--- src/rtl/lsu_pkg.sv ---
package lsu_pkg;
    typedef enum logic [1:0] {
        OP_LW = 2'b00,
        OP_SW = 2'b01,
        OP_LB = 2'b10,
        OP_SB = 2'b11
    } mem_op_e;

    typedef enum logic {
        ST_IDLE      = 1'b0,
        ST_LOAD_RESP = 1'b1
    } lsu_state_e;
endpackage

--- src/rtl/lsu_addr_gen.sv ---
module lsu_addr_gen #(
    parameter int ADDR_W     = 32,
    parameter int OFF_W      = 16,
    parameter int LANE_BITS  = 2,
    parameter bit BIG_ENDIAN = 1'b0
) (
    input  logic [ADDR_W-1:0]    base,
    input  logic [OFF_W-1:0]     offset,
    input  logic                 is_word,
    output logic [ADDR_W-1:0]    word_addr,
    output logic [LANE_BITS-1:0] lane,
    output logic                 unaligned
);
    localparam int NUM_LANES = 1 << LANE_BITS;

    logic [ADDR_W-1:0]    eff_addr;
    logic [LANE_BITS-1:0] byte_ofs;

    always_comb begin
        eff_addr  = base + {{(ADDR_W-OFF_W){offset[OFF_W-1]}}, offset};
        byte_ofs  = eff_addr[LANE_BITS-1:0];
        word_addr = {eff_addr[ADDR_W-1:LANE_BITS], {LANE_BITS{1'b0}}};
        unaligned = is_word && (byte_ofs != '0);
    end

    generate
        if (BIG_ENDIAN) begin : g_big
            assign lane = LANE_BITS'(NUM_LANES - 1) - byte_ofs;
        end else begin : g_little
            assign lane = byte_ofs;
        end
    endgenerate
endmodule

--- src/rtl/lsu_store_lanes.sv ---
module lsu_store_lanes #(
    parameter int DATA_W = 32
) (
    input  logic [DATA_W-1:0]           store_data,
    input  logic [$clog2(DATA_W/8)-1:0] lane,
    input  logic                        is_byte,
    output logic [DATA_W/8-1:0]         be,
    output logic [DATA_W-1:0]           wdata
);
    localparam int NUM_LANES = DATA_W / 8;
    localparam int LANE_BITS = $clog2(NUM_LANES);

    generate
        for (genvar g = 0; g < NUM_LANES; g++) begin : g_lane
            always_comb begin
                if (is_byte) begin
                    be[g]          = (lane == LANE_BITS'(g));
                    wdata[8*g +: 8] = store_data[7:0];
                end else begin
                    be[g]          = 1'b1;
                    wdata[8*g +: 8] = store_data[8*g +: 8];
                end
            end
        end
    endgenerate
endmodule

--- src/rtl/lsu_load_align.sv ---
module lsu_load_align #(
    parameter int DATA_W = 32
) (
    input  logic [DATA_W-1:0]           rdata,
    input  logic [$clog2(DATA_W/8)-1:0] lane,
    input  logic                        is_byte,
    output logic [DATA_W-1:0]           result
);
    logic [7:0] picked;

    always_comb begin
        picked = rdata[{lane, 3'b000} +: 8];
        if (is_byte) begin
            result = {{(DATA_W-8){picked[7]}}, picked};
        end else begin
            result = rdata;
        end
    end
endmodule

--- src/rtl/lsu_top.sv ---
module lsu_top #(
    parameter int ADDR_W     = 32,
    parameter int DATA_W     = 32,
    parameter int OFF_W      = 16,
    parameter bit BIG_ENDIAN = 1'b0
) (
    input  logic                clk,
    input  logic                rst_n,
    input  logic                req_valid,
    input  logic [1:0]          req_op,
    input  logic [ADDR_W-1:0]   base,
    input  logic [OFF_W-1:0]    offset,
    input  logic [DATA_W-1:0]   store_data,
    output logic [ADDR_W-1:0]   mem_addr,
    output logic [DATA_W/8-1:0] mem_be,
    output logic                mem_we,
    output logic                mem_re,
    output logic [DATA_W-1:0]   mem_wdata,
    input  logic [DATA_W-1:0]   mem_rdata,
    output logic                load_valid,
    output logic [DATA_W-1:0]   load_data,
    output logic                misaligned
);
    import lsu_pkg::*;

    localparam int NUM_LANES = DATA_W / 8;
    localparam int LANE_BITS = $clog2(NUM_LANES);

    mem_op_e              op;
    logic                 is_word;
    logic                 is_byte;
    logic                 is_load;
    logic                 is_store;
    logic                 unaligned;
    logic                 access_ok;
    logic [LANE_BITS-1:0] lane;
    logic [NUM_LANES-1:0] be_raw;
    logic [DATA_W-1:0]    wdata_raw;

    lsu_state_e           state_q;
    lsu_state_e           state_d;
    logic [LANE_BITS-1:0] lane_q;
    logic                 byte_q;

    always_comb begin
        op       = mem_op_e'(req_op);
        is_word  = (op == OP_LW) || (op == OP_SW);
        is_byte  = !is_word;
        is_load  = (op == OP_LW) || (op == OP_LB);
        is_store = !is_load;
    end

    lsu_addr_gen #(
        .ADDR_W    (ADDR_W),
        .OFF_W     (OFF_W),
        .LANE_BITS (LANE_BITS),
        .BIG_ENDIAN(BIG_ENDIAN)
    ) i_addr_gen (
        .base     (base),
        .offset   (offset),
        .is_word  (is_word),
        .word_addr(mem_addr),
        .lane     (lane),
        .unaligned(unaligned)
    );

    lsu_store_lanes #(
        .DATA_W(DATA_W)
    ) i_store_lanes (
        .store_data(store_data),
        .lane      (lane),
        .is_byte   (is_byte),
        .be        (be_raw),
        .wdata     (wdata_raw)
    );

    lsu_load_align #(
        .DATA_W(DATA_W)
    ) i_load_align (
        .rdata  (mem_rdata),
        .lane   (lane_q),
        .is_byte(byte_q),
        .result (load_data)
    );

    // request-side strobes
    always_comb begin
        misaligned = req_valid && unaligned;
        access_ok  = req_valid && !unaligned;
        mem_we     = access_ok && is_store;
        mem_re     = access_ok && is_load;
        mem_be     = access_ok ? be_raw : '0;
        mem_wdata  = wdata_raw;
    end

    // state register and captured load attributes
    always_ff @(posedge clk) begin
        if (!rst_n) begin
            state_q <= ST_IDLE;
            lane_q  <= '0;
            byte_q  <= 1'b0;
        end else begin
            state_q <= state_d;
            if (mem_re) begin
                lane_q <= lane;
                byte_q <= is_byte;
            end
        end
    end

    // next-state logic
    always_comb begin
        state_d = state_q;
        unique case (state_q)
            ST_IDLE:      state_d = mem_re ? ST_LOAD_RESP : ST_IDLE;
            ST_LOAD_RESP: state_d = mem_re ? ST_LOAD_RESP : ST_IDLE;
            default:      state_d = ST_IDLE;
        endcase
    end

    // state-decoded outputs
    always_comb begin
        load_valid = 1'b0;
        unique case (state_q)
            ST_IDLE:      load_valid = 1'b0;
            ST_LOAD_RESP: load_valid = 1'b1;
            default:      load_valid = 1'b0;
        endcase
    end


    misaligned_no_access_chk: assert property (@(posedge clk) disable iff (!rst_n)
        misaligned |-> (!mem_we && !mem_re));


    misaligned_no_result_chk: assert property (@(posedge clk) disable iff (!rst_n)
        (misaligned && !mem_re) |=> !load_valid);


    load_result_next_chk: assert property (@(posedge clk) disable iff (!rst_n)
        mem_re |=> load_valid);


    no_result_without_read_chk: assert property (@(posedge clk) disable iff (!rst_n)
        !mem_re |=> !load_valid);


    word_store_full_be_chk: assert property (@(posedge clk) disable iff (!rst_n)
        (mem_we && is_word) |-> (mem_be == {NUM_LANES{1'b1}}));


    byte_store_one_lane_chk: assert property (@(posedge clk) disable iff (!rst_n)
        (mem_we && is_byte) |-> ($countones(mem_be) == 1));


    idle_no_strobe_chk: assert property (@(posedge clk) disable iff (!rst_n)
        !req_valid |-> (!mem_we && !mem_re && mem_be == '0));
endmodule

--- config.mk ---
export PLATFORM = sky130hd
export DESIGN_NAME = lsu_top
export DESIGN_NICKNAME = d
export VERILOG_FILES = /design/src/rtl/lsu_pkg.sv /design/src/rtl/lsu_addr_gen.sv /design/src/rtl/lsu_store_lanes.sv /design/src/rtl/lsu_load_align.sv /design/src/rtl/lsu_top.sv
export SDC_FILE = /design/constraint.sdc
export NUM_CORES = 1
export LEC_CHECK = 0
export BUFFER_PORTS_ARGS = -buffer_cell sky130_fd_sc_hd__buf_2
export CORE_MARGIN = 2
export CORE_UTILIZATION = 47
export CTS_BUF_LIST = sky130_fd_sc_hd__clkbuf_8
export DETAILED_ROUTE_END_ITERATION = 16
export PLACE_DENSITY_LB_ADDON = 0.05
export SLEW_MARGIN = 20
export SYNTH_ARGS = -nofsm -noshare
export SYNTH_HDL_FRONTEND = slang
export SYNTH_HIERARCHICAL = 1
export SYNTH_SLANG_ARGS = --single-unit
--- constraint.sdc ---
create_clock -name clk -period 5.15 [get_ports clk]
set_input_delay 0.515 -clock clk [delete_from_list [all_inputs] [get_ports clk]]
set_output_delay 0.515 -clock clk [all_outputs]
set_load 0.1 [all_outputs]
==> out/results.tsv <==
stage	metric	value	unit
power_and_ir_drop	power.ir.vdd_worst	0.265	mV
synthesis	synth_async_sr_flop_share	0	%
clocking	cts.repair.resized	0	
grt	initial_antenna_violation_count	0	
critical_path	worstRegToRegCells	2	
synthesis	synth_compound_area_share	39.1	%
timing	timing.final.crit_share	73.1	%
floorplanning	placementRows	29	
drt	dr.first_iter.drc_count	128	
cells_and_area	antenna_cells_inserted	0	
synthesis	synthesis.instances	435	
critical_path	critPathCapture	mem_addr[26]	
worst_hold_path	hold_class	flop to flop	
critical_path	setup.worst_path.start	offset[15]	
synthesis	synth-edff-count	0	
grt	combined_global_route_utilization_of_all_metal_layers	26.0	%
cells_and_area	final_net_count	776	
floorplanning	core_region_area	6390	um2
drt	detail_route.first_pass.iterations	4	
clocking	clockRootBuffer	sky130_fd_sc_hd__clkbuf_8	
synthesis	synth_area	3120	um2
timing	number_of_pins_exceeding_their_max_slew_limit_in_the_final_report	0	
critical_path	worst-path-max-fanout	17	
synthesis	synth_area_leader_cell	sky130_fd_sc_hd__ha_1	
synthesis	ys.flop_type	sky130_fd_sc_hd__dfxtp_1	
synthesis	post_synth.cell_area_avg	7.17	um2
placed_design	port_buffers	218	
synthesis	synth_top_family_by_area	compound AO/OA/AOI/OAI gates	
critical_path	r2r-start	byte_q	
synthesis	yosys.area_share.xor_xnor	7.86	%
timing	fin_setup_tns	0	ps
synthesis	yosysUniqueCellTypes	69	
cells_and_area	fin_util	64.4	%
drt	vias_per_instance	5.35	
critical_path	arrival	3250	ps
clocking	clk_pin_slew	30	ps
timing	grt_setup_unrepaired	false	
cells_and_area	areaGrowthSynthToFinish	31.9	%
critical_path	crit_required	4640	ps
synthesis	synth_area_leaders	sky130_fd_sc_hd__ha_1, sky130_fd_sc_hd__o21ai_2, sky130_fd_sc_hd__inv_1, sky130_fd_sc_hd__a21oi_1, sky130_fd_sc_hd__a21o_1	
synthesis	yosys.area_share.simple	17.2	%
floorplanning	die_x	85.5	um
cells_and_area	drive_above_1_share	45.8	%
floorplanning	initial_core_util	48.8	%
critical_path	worstSetupEndpointType	primary output	
critical_path	crit_path_top_delay_cell	sky130_fd_sc_hd__buf_2	
clocking	clk-insertion-delay-late	210	ps
synthesis	yosys-mux-area-fraction	5.50	%
drt	drc	0	
timing	finalHoldViolations	0	
grt	grt_start_max_net_pins	43	
timing	worst_slack	1380	ps
synthesis	yosysSeqAreaShare	2.57	%
critical_path	crit-reg2reg-capture	byte_q	
floorplanning	dieHeight	85.5	um
power_and_ir_drop	p_per_area	316	nW/um2
timing	timing.final.setup_violations	0	
drt	route.final.wire_length	10200	um
synthesis	post-synth-top-area-fraction	12.4	%
timing	fmaxAchievable	265	MHz
placed_design	detailed_placer_s_ending_hpwl	8630	um
grt	vias_in_the_first_global_route	3371	
placed_design	numPlacedInstances	699	
floorplanning	floorplan_die_area	7300	um2
placed_design	gp_congestion	0.942	
timing	max_slew.worst_pin.slew	949	ps
floorplanning	pin_count	221	
clocking	cts_tree	yes	
clocking	ctsHoldBuffers	0	
synthesis	adder_cell_share_of_the_synthesized_area	13.1	%
timing	fin_worst_skew	0	ps
critical_path	crit_path_cell_trace	buf_2, ha_1, a21o_1, a211o_1, o311ai_2, o21ai_1, a311o_1, a21oi_2, xnor2_1, buf_2	
cells_and_area	layout.cells.non_filler	702	
clocking	cts_post_setup_buffers_inserted	0	
synthesis	synth_most_common_cell	sky130_fd_sc_hd__inv_1	
drt	detail-route-antenna-nets	0	
grt	gr-total-overflow	0	
power_and_ir_drop	power.static_leakage	2.32	nW
timing	slew_headroom	36.7	%
clocking	cts-buffers-inserted	3	
timing	period_needed	3770	ps
clocking	numClockSinks	4	
synthesis	synth_seq_cells	4	
run	max_cap_violations	0	
drt	avgRoutedWirePerCell	14.5	um
clocking	htree_num_levels	1	
critical_path	reg2reg_slack	3870	ps
drt	num_vias	3757	
critical_path	path_class	input port to primary output	
synthesis	count_of_yosys_warnings_during_synthesis	6	
run_status	result_of_the_run	finished, final reports clean	
grt	first_pass_grt_wire_length	15800	um
placed_design	worst_slack_after_detailed_placement	1420	ps
synthesis	yosys-top-cells-count	sky130_fd_sc_hd__inv_1, sky130_fd_sc_hd__o21ai_2, sky130_fd_sc_hd__a21oi_1	
critical_path	cpPeakStageDelay	440	ps
clocking	cts.path.max_buffers	2	
critical_path	timing.critical_path.from_type	input port	
critical_path	timing.critical_path.mode_cell	sky130_fd_sc_hd__buf_2	
[layer usage]
metal | GRT usage [%] | wire (um) | vias to the layer above
li1 | - | - | 1920
met1 | 35.0 | 4440 | 1678
met2 | 44.6 | 4830 | 145
met3 | 3.60 | 753 | 14
met4 | 4.04 | 161 | 0
met5 | 0 | 0 | -
[area by class of cell]
type,count,area (um2)
multi-input cells,343,2590
fillers,635,2270
repair buffers,218,1090
inverters,57,214
well taps,77,96.3
flip-flops and latches,4,81.3
clock buffers,3,41.3
[placed cells by master, fill, tap and decap left out, types with 6 or more instances in the layout]
master,netlist,final
sky130_fd_sc_hd__buf_2,3,218
sky130_fd_sc_hd__inv_1,57,57
sky130_fd_sc_hd__o21ai_2,35,35
sky130_fd_sc_hd__a21oi_1,34,34
sky130_fd_sc_hd__ha_1,31,31
sky130_fd_sc_hd__nand2_1,30,30
sky130_fd_sc_hd__o21ai_0,27,27
sky130_fd_sc_hd__a21o_1,20,20
sky130_fd_sc_hd__xnor2_1,16,16
sky130_fd_sc_hd__xor2_1,12,12
sky130_fd_sc_hd__nor2_1,11,11
sky130_fd_sc_hd__o21ai_1,11,11
sky130_fd_sc_hd__nand3_1,8,8
sky130_fd_sc_hd__nand3b_1,8,8
sky130_fd_sc_hd__o22ai_1,8,8
sky130_fd_sc_hd__mux2i_1,7,7
sky130_fd_sc_hd__and2_1,6,6
sky130_fd_sc_hd__nand4_1,6,6
sky130_fd_sc_hd__mux2_4,6,6
[power breakdown]
| group | total (mW) | internal, mW | switching [mW] |
|---|---|---|---|
| registers | 0.0424 | 0.0329 | 0.00947 |
| logic | 1.19 | 0.235 | 0.960 |
| clock network | 0.0643 | 0.0497 | 0.0147 |
| total | 1.30 | 0.318 | 0.984 |
[state kept, by name, indices dropped and copies added (netlist names)]
signal   flops
state_q      1
byte_q       1
lane_q       2
[stage by stage]
step	area [um2]	hold WS, ps	power, mW
global placement	4070	487	1.23
detailed placement	4070	495	1.23
floorplan	3120	447	1.06
global route	4110	530	1.36
CTS	4110	499	1.30
finish	4110	499	1.30
[critical path: cells and delay by family]
family,cells,cell delay [ps]
adder cells (fa/ha/maj),1,380
XOR/XNOR,1,120
buffers and inverters,2,760
AO/OA/AOI/OAI,6,1480
[worst min path at each step]
stage                end  startpoint  slack, ps  cells after the start
6_report       lane_q[0]   lane_q[0]        500                      2
5_1_grt        lane_q[0]   lane_q[0]        530                      2
4_1_cts        lane_q[0]   lane_q[0]        500                      2
3_5_place_dp   lane_q[0]   lane_q[0]        500                      2
3_3_place_gp   lane_q[0]   lane_q[0]        490                      2
2_1_floorplan  lane_q[1]   lane_q[1]        450                      2
[kinds of logic (layout without fill, tap and decap cells)]
| group | count (synthesis) | count (layout) |
|---|---|---|
| AO/OA/AOI/OAI | 171 | 171 |
| XOR/XNOR | 28 | 28 |
| adder cells (fa/ha/maj) | 32 | 32 |
| buffers and inverters | 89 | 278 |
| flip-flops | 4 | 4 |
| multiplexers | 14 | 14 |
| other | 1 | 2 |
| AND/OR/NAND/NOR | 96 | 96 |
No activity file was read; power rests on OpenSTA's default activity.
